===== src/rtl/tfm_pkg.sv =====
package tfm_pkg;
  typedef enum logic {
    ST_ARM  = 1'b0,
    ST_MEAS = 1'b1
  } tfm_state_e;
endpackage


===== src/rtl/tfm_rise_det.sv =====
module tfm_rise_det (
  input  logic clk,
  input  logic rst_n,
  input  logic sig_i,
  output logic rise_o
);
  logic sig_q;

  always_ff @(posedge clk) begin
    if (!rst_n) sig_q <= 1'b0;
    else        sig_q <= sig_i;
  end

  assign rise_o = sig_i & ~sig_q;
endmodule


===== src/rtl/tfm_sat_ctr.sv =====
module tfm_sat_ctr #(
  parameter int W   = 9,
  parameter int MAX = 511
) (
  input  logic         clk,
  input  logic         rst_n,
  input  logic         clr_i,
  input  logic         inc_i,
  output logic [W-1:0] cnt_o
);
  localparam logic [W-1:0] MAXV = W'(MAX);

  always_ff @(posedge clk) begin
    if (!rst_n || clr_i)            cnt_o <= '0;
    else if (inc_i && cnt_o != MAXV) cnt_o <= cnt_o + 1'b1;
  end
endmodule


===== src/rtl/tfm_result_pack.sv =====
module tfm_result_pack #(
  parameter int FIELD_W = 6,
  parameter int N_LSB   = 8,
  parameter int R_LSB   = 0,
  parameter int RES_W   = 16
) (
  input  logic [FIELD_W-1:0] n_i,
  input  logic [FIELD_W-1:0] r_i,
  output logic [RES_W-1:0]   word_o
);
  always_comb begin
    word_o = '0;
    word_o[N_LSB +: FIELD_W] = n_i;
    word_o[R_LSB +: FIELD_W] = r_i;
  end
endmodule


===== src/rtl/tone_freq_meter.sv =====
module tone_freq_meter #(
  parameter int WIN_TICKS = 511,
  parameter int FIELD_W   = 6,
  parameter int N_LSB     = 8,
  parameter int R_LSB     = 0,
  parameter int RES_W     = 16
) (
  input  logic             clk,
  input  logic             rst_n,
  input  logic             meas_tick,
  input  logic             tone_x2,
  input  logic             meas_en,
  input  logic             stat_clr,
  output logic [RES_W-1:0] result,
  output logic             done_pulse,
  output logic             done_flag
);
  import tfm_pkg::*;

  localparam int TICK_W = $clog2(WIN_TICKS + 1);
  localparam int FMAX   = (1 << FIELD_W) - 1;
  localparam logic [TICK_W-1:0]  LAST_IDX = TICK_W'(WIN_TICKS - 1);
  localparam logic [FIELD_W-1:0] FMAXV    = FIELD_W'(FMAX);
  localparam logic [TICK_W:0]    FMAX_W   = (TICK_W+1)'(FMAX);

  tfm_state_e state_q;
  logic rise, start, in_win, win_last;
  logic [TICK_W-1:0]  win_cnt, since_cnt;
  logic [FIELD_W-1:0] edge_cnt, n_fin, r_fin;
  logic [TICK_W:0]    r_ext;
  logic [RES_W-1:0]   packed_word;

  tfm_rise_det u_rise (
    .clk(clk), .rst_n(rst_n), .sig_i(tone_x2), .rise_o(rise)
  );

  assign start    = (state_q == ST_ARM) && meas_en && rise;
  assign in_win   = (state_q == ST_MEAS) && meas_en;
  assign win_last = in_win && meas_tick && (win_cnt == LAST_IDX);

  // window length counter
  tfm_sat_ctr #(.W(TICK_W), .MAX(WIN_TICKS)) u_win (
    .clk(clk), .rst_n(rst_n),
    .clr_i(start || !meas_en || win_last),
    .inc_i(in_win && meas_tick),
    .cnt_o(win_cnt)
  );

  // complete doubled-tone cycles
  tfm_sat_ctr #(.W(FIELD_W), .MAX(FMAX)) u_edges (
    .clk(clk), .rst_n(rst_n),
    .clr_i(start || !meas_en),
    .inc_i(in_win && rise),
    .cnt_o(edge_cnt)
  );

  // ticks since the last counted edge; an edge in a tick cycle follows the tick
  tfm_sat_ctr #(.W(TICK_W), .MAX(WIN_TICKS)) u_since (
    .clk(clk), .rst_n(rst_n),
    .clr_i(start || !meas_en || (in_win && rise)),
    .inc_i(in_win && meas_tick),
    .cnt_o(since_cnt)
  );

  always_comb begin
    if (edge_cnt == FMAXV) n_fin = FMAXV;
    else                   n_fin = edge_cnt + FIELD_W'(rise);
    r_ext = {1'b0, since_cnt} + 1'b1;
    if (rise)                 r_fin = '0;
    else if (r_ext > FMAX_W)  r_fin = FMAXV;
    else                      r_fin = r_ext[FIELD_W-1:0];
  end

  tfm_result_pack #(
    .FIELD_W(FIELD_W), .N_LSB(N_LSB), .R_LSB(R_LSB), .RES_W(RES_W)
  ) u_pack (
    .n_i(n_fin), .r_i(r_fin), .word_o(packed_word)
  );

  always_ff @(posedge clk) begin
    if (!rst_n) begin
      state_q    <= ST_ARM;
      result     <= '0;
      done_pulse <= 1'b0;
      done_flag  <= 1'b0;
    end else begin
      done_pulse <= win_last;
      if (win_last) result <= packed_word;

      if (!meas_en)      state_q <= ST_ARM;
      else if (start)    state_q <= ST_MEAS;
      else if (win_last) state_q <= ST_ARM;

      if (!meas_en)      done_flag <= 1'b0;
      else if (win_last) done_flag <= 1'b1;
      else if (stat_clr) done_flag <= 1'b0;
    end
  end
endmodule


===== config.mk =====
export PLATFORM = sky130hd
export DESIGN_NAME = tone_freq_meter
export DESIGN_NICKNAME = d
export VERILOG_FILES = /design/src/rtl/tfm_pkg.sv /design/src/rtl/tfm_rise_det.sv /design/src/rtl/tfm_sat_ctr.sv /design/src/rtl/tfm_result_pack.sv /design/src/rtl/tone_freq_meter.sv
export SDC_FILE = /design/constraint.sdc
export NUM_CORES = 1
export LEC_CHECK = 0
export BUFFER_PORTS_ARGS = -buffer_cell sky130_fd_sc_hd__buf_2
export CAP_MARGIN = 20
export CORE_MARGIN = 3
export CORE_UTILIZATION = 57
export CTS_CLUSTER_DIAMETER = 200
export DETAILED_ROUTE_END_ITERATION = 10
export PLACE_DENSITY = 0.78
export SLEW_MARGIN = 0
export SYNTH_ARGS = -nofsm -noshare
export SYNTH_HDL_FRONTEND = slang
export SYNTH_SLANG_ARGS = --single-unit

===== constraint.sdc =====
create_clock -name clk -period 2.6 [get_ports clk]
set_input_delay 0.13 -clock clk [delete_from_list [all_inputs] [get_ports clk]]
set_output_delay 0.13 -clock clk [all_outputs]
set_load 0.01 [all_outputs]

=== Yosys cells after proc, flatten, opt, wreduce, memory -nomap -nowiden ===
Index checks and enable logic that the tools add are counted.

* Input port bits: 6
* Output and inout port bits: 18
* Logic and storage cells: 49
* Bits in registers: 40

* Bitwise gates (word level): 3
* $add $sub $neg: 5
* Eq/ne operators: 5
* Muxes and demuxes: 7
* $lt $le $gt $ge: 1
* Reduce and logical (&&, ||, !) cells: 20

{| class="wikitable"
|+ Operators by type and width
! kind !! count
|-
| 9-bit by 1-bit adder with 9-bit output (second input constant) || 2
|-
| 6-bit 2-to-1 mux || 3
|-
| 9-bit inequality test (second input constant) || 2
|-
| 9-bit by 1-bit adder with 10-bit output (second input constant) || 1
|-
| 10-bit by 6-bit > comparator with 1-bit output (second input constant) || 1
|-
| 9-bit == test (second input constant) || 1
|-
| 1-bit logical AND || 9
|-
| 6-bit by 1-bit adder with 6-bit output || 1
|-
| 6-bit by 1-bit adder with 6-bit output (second input constant) || 1
|-
| 6-bit == test (second input constant) || 1
|-
| 1-bit logical OR || 6
|-
| 6-bit inequality test (second input constant) || 1
|-
| 1-bit 2-to-1 mux || 4
|-
| 2-bit nonzero test || 2
|-
| 1-bit logical NOT || 2
|-
| 1-bit NOT || 2
|-
| 2-bit AND reduction || 1
|-
| 1-bit AND || 1
|}

=== Logic depth before layout (Yosys ltp) ===
* Depth in word-level cells: 6
* Depth in mapped cells: 9
* Mapped depth without buffers: 8

=== Modules after synthesis ===
From an unflattened synthesis, not the netlist that was laid out.

* Cell total of the unflattened synthesis: 261
* Area total of the unflattened synthesis: 2371.0 um^2

{| class="wikitable"
|+ Modules (own cells, without submodules)
! module !! sequential area each (um^2) !! area an instance (um^2) !! cells each !! instances
|-
| tone_freq_meter || 380.4 || 1047.3 || 113 || 1
|-
| tfm_sat_ctr (u_since ...) || 180.2 || 415.4 || 46 || 2
|-
| tfm_sat_ctr (u_edges) || 120.1 || 329.1 || 36 || 1
|-
| tfm_result_pack || 0.0 || 123.9 || 17 || 1
|-
| tfm_rise_det || 20.0 || 40.0 || 3 || 1
|}

=== Least setup slack after synthesis ===
OpenSTA, ideal clock, no wires.

* Path kind: register to register
* Start: register u_since.cnt_o[0]
* End: register result[5]
* Setup time: 123 ps
* Clock period less this slack: 2109 ps
* Arrival time: 1986 ps
* Buffers on the path: 0
* Required time: 2477 ps
* Cell stages (with the launch flop): 8
* Setup slack: 491 ps
* Cell sequence: dfxtp_1 -> ha_1 -> and4_1 -> and4_1 -> ha_1 -> a2111o_1 -> a22oi_1 -> o22ai_1

* Longest elaborated chain between the ends: 4

{| class="wikitable"
|+ RTL lines
! item !! RTL line !! source
|-
| start: declaration || tfm_sat_ctr.sv:9 || <nowiki>output logic [W-1:0] cnt_o</nowiki>
|-
| start signal: assignment || tfm_sat_ctr.sv:15 || <nowiki>else if (inc_i && cnt_o != MAXV) cnt_o <= cnt_o + 1'b1;</nowiki>
|-
| 9-bit by 1-bit adder with 10-bit output || tone_freq_meter.sv:68 || <nowiki>r_ext = {1'b0, since_cnt} + 1'b1;</nowiki>
|-
| net r_ext[8] || tone_freq_meter.sv:30 || <nowiki>logic [TICK_W:0] r_ext;</nowiki>
|-
| 10-bit by 6-bit > comparator with 1-bit output || tone_freq_meter.sv:70 || <nowiki>else if (r_ext > FMAX_W) r_fin = FMAXV;</nowiki>
|-
| 6-bit 2-to-1 mux || tone_freq_meter.sv:70 ||
|-
| 6-bit 2-to-1 mux || tone_freq_meter.sv:69 || <nowiki>if (rise) r_fin = '0;</nowiki>
|-
| end signal: assignment || tone_freq_meter.sv:88 || <nowiki>if (win_last) result <= packed_word;</nowiki>
|-
| end: declaration || tone_freq_meter.sv:14 || <nowiki>output logic [RES_W-1:0] result,</nowiki>
|}

The timed path passes the listed nets, and every way through them passes these cells.
A chain may end at the register's enable or synchronous reset.

=== Worst setup path in the final report ===
* Start: register u_since.cnt_o[0]
* End: register result[1]

Same word-level chain as after synthesis.

==> results.toml <==
[run_status]
status = "complete, no violations"

[die]
io_pins = 24
design.core.area_um2 = 3180
dieArea_um2 = 4190
die-height_um = 64.7
dieWidth_um = 64.7
initial_core_util = 0.619
rows = 20

[critical_path]
cp.depth = 7
critPathSlowestCell = "a2111o_1"
reg2reg_depth = 7
slowest_delay_ns = 0.47
path_cells = "ha_1 -> and4_1 -> and4_1 -> ha_1 -> a2111o_1 -> a21boi_1 -> o22ai_1"
crit_family = "compound AO/OA/AOI/OAI gates"
crit_start = "u_since.cnt_o[0]$_SDFFE_PP0P_"
r2r_end = "result[1]$_SDFFE_PN0P_"
ff2ff_setup_slack_ns = 0.27
crit_type = "reg2reg"
cp-end-kind = "flip-flop"
start_kind = "flip-flop"
cp.arrival_ns = 2.58
crit-reg2reg-launch = "u_since.cnt_o[0]$_SDFFE_PP0P_"
crit_end = "result[1]$_SDFFE_PN0P_"
worstPathRequired_ns = 2.85
cp_max_fo = 7
cp.buffers_inverters = 0

[timing]
fmax_ghz = 0.429
tns_ns = 0
final-hold-violation-count = 0
slew_viol_final = 0
rsz0062_at_grt = "no"
fin_crit_sh = 0.896
setup_viol = 0
skew_ns = 0.0108
worst_slack_ns = 0.270
period_minus_slack_ns = 2.33

[drt]
viasPerCell = 5.58
drt_pass1_iterations = 4
dr_total_vias = 1541
routed_wl_mm = 3.78
drtIter0Drc = 124
met1_length_mm = 1.66
top_layer = "met4"
met3_length_um = 114
drc_errors = 0
ant_nets = 0
wl_met2_mm = 1.92
wire_per_inst_um = 13.7

[finish]
antennaDiodeCount = 0
mostFrequentLayoutCells = "dfxtp_1 (40), nor2_1 (27), buf_2 (19)"
drive_above_1_share = 0.155
fin_cells = 276
fin_area_um2 = 2160
area_growth_pct = 9.80
fin_nets = 246
layout_commonest_cell = "dfxtp_1"

[pwr]
leakagePower_nw = 0.868
ir_worst_vdd_v = 0.000386
p_seq_frac = 0.553
power_density_nw_per_um2 = 516
clock_power_share = 0.417
switching_share = 0.211
p_int_mw = 0.879
p_switching_mw = 0.235
combinationalPowerShare = 0.030

[grt]
antenna_found_initial = 0
grt_max_degree = 22
grt_first_pass_wirelength_mm = 6.73
track_usage = 0.208
grt_overflow_total = 0
grt_pass1_vias = 1530

[clock_network]
clk_pin_slew_ns = 0.12
cts_tree = "built"
clk_latency_ns = 0.36
cts_max_path_buffers = 2
root_buffer = "clkbuf_4"
clkSinkCount = 40
cts_resized = 0
ctsHtreeMaxLevel = 2
cts_made_buffers = 5

[logic_synthesis]
synth_cell_type_count = 44
ys_seq_area_frac = 0.407
ys_ff_latch = 40
syn_area_per_cell_um2 = 9.19
netlist_area_um2 = 1970
ys_warn_count = 0
syn_inst = 214

[min_path]
worstHoldPathType = "in2reg"

[placed_design]
port_buffers = 19
dp.cells = 267
place.gp.congestion = 0.952
place_area_um2 = 2050
dp_hpwl_mm = 2.80
dp_slack_ns = 0.312

[flow_run]
cap_violations = 0
[worst min-delay path by stage]
stage | slack (ns) | to | start | cells after the start
final | 0.06 | done_flag$_SDFFE_PN0P_ | stat_clr | 4
after global routing | 0.07 | done_flag$_SDFFE_PN0P_ | stat_clr | 4
after CTS | 0.05 | done_flag$_SDFFE_PN0P_ | stat_clr | 4
after detailed placement | 0.38 | u_rise.sig_q$_SDFF_PN0_ | tone_x2 | 2
after global placement | 0.37 | u_rise.sig_q$_SDFF_PN0_ | tone_x2 | 2
after floorplan | 0.25 | u_rise.sig_q$_SDFF_PN0_ | tone_x2 | 1
[routing by layer]
layer / vias to the layer above / GRT usage
met2: 25 / 0.364
li1: 784 / -
met4: 0 / 0.111
met3: 7 / 0.0485
met5: - / 0
met1: 725 / 0.231
[flip-flops by register name (all words and copies together) (netlist names)]
signal	cells
u_since.cnt_o	9
done_pulse	1
state_q	1
u_rise.sig_q	1
u_win.cnt_o	9
result	12
u_edges.cnt_o	6
done_flag	1
[final cells by class]
class                   count  area (um^2)
well taps                  44         55.1
clock inverters             1         30.0
inverters                   7         26.3
repair buffers             21          113
fillers                   264         1020
multi-input cells         156         1070
flip-flops and latches     40          801
clock buffers               7         65.1
[cell usage after synthesis, drive strengths merged]
cell	number	area, um^2
o211ai	1	7.51
or3	1	6.26
clkbuf	4	15.0
nor3	3	15.0
o21bai	1	7.51
dfxtp	40	801
a22oi	1	7.51
nand2b	3	18.8
a311oi	2	17.5
o21a	1	7.51
o31ai	1	7.51
nand3	15	75.1
a21boi	1	7.51
xnor2	9	78.8
buf	10	66.3
a211oi	2	15.0
inv	7	26.3
nand2	13	48.8
conb	1	3.75
o2111ai	1	8.76
nor4	2	27.5
nor2	27	101
ha	9	113
o221a	6	67.6
mux2i	5	50.1
a21oi	6	30.0
and3	1	6.26
a2111o	1	11.3
nand4	3	25.0
o21ai	3	15.0
and2	3	18.8
a21o	1	7.51
or2	1	6.26
and4b	4	40.0
xor2	15	131
or4	2	15.0
nand4b	1	8.76
o22ai	4	25.0
and4	3	26.3
[power by group through the flow]
stage | logic (mW) | clock network, mW | registers (mW)
floorplan | 0.0274 | 0 | 0.630
global placement | 0.0307 | 0 | 0.630
detailed placement | 0.0317 | 0 | 0.630
CTS | 0.0331 | 0.471 | 0.617
global route | 0.0378 | 0.493 | 0.617
finish | 0.0329 | 0.465 | 0.617
[timing repair]
item / CTS / global route
hold buffers: 1 / 0
hold endpoints to repair: 1 / 0
setup buffers: 0 / 0
setup endpoints to repair: 0 / 0
[worst min-delay path: cells and delay by family]
family          cells  cell delay [ns]
simple gates        1             0.07
compound gates      1             0.05
buf+inv             2             0.13
[per-stage QoR]
step	power (mW)	hold WS, ns	util
final	1.11	0.0565	0.680
after global routing	1.15	0.0731	0.680
after CTS	1.12	0.0546	0.680
after detailed placement	0.662	0.379	0.646
after global placement	0.661	0.374	0.646
after floorplan	0.657	0.252	-
[kinds of logic (layout without fill, tap and decap cells)]
| logic type | count (synthesis) | in the layout | share of synthesized area |
|---|---|---|---|
| xor gates and xnor gates | 24 | 24 | 0.107 |
| buffers and inverters | 21 | 36 | 0.0547 |
| and+or+nand+nor | 82 | 82 | 0.223 |
| DFF | 40 | 40 | 0.407 |
| other | 1 | 4 | 0.00191 |
| adders and majority gates | 9 | 9 | 0.0573 |
| muxes | 5 | 5 | 0.0254 |
| AOI/OAI and AO/OA | 32 | 32 | 0.123 |
Power figures use the tool's default switching activity.
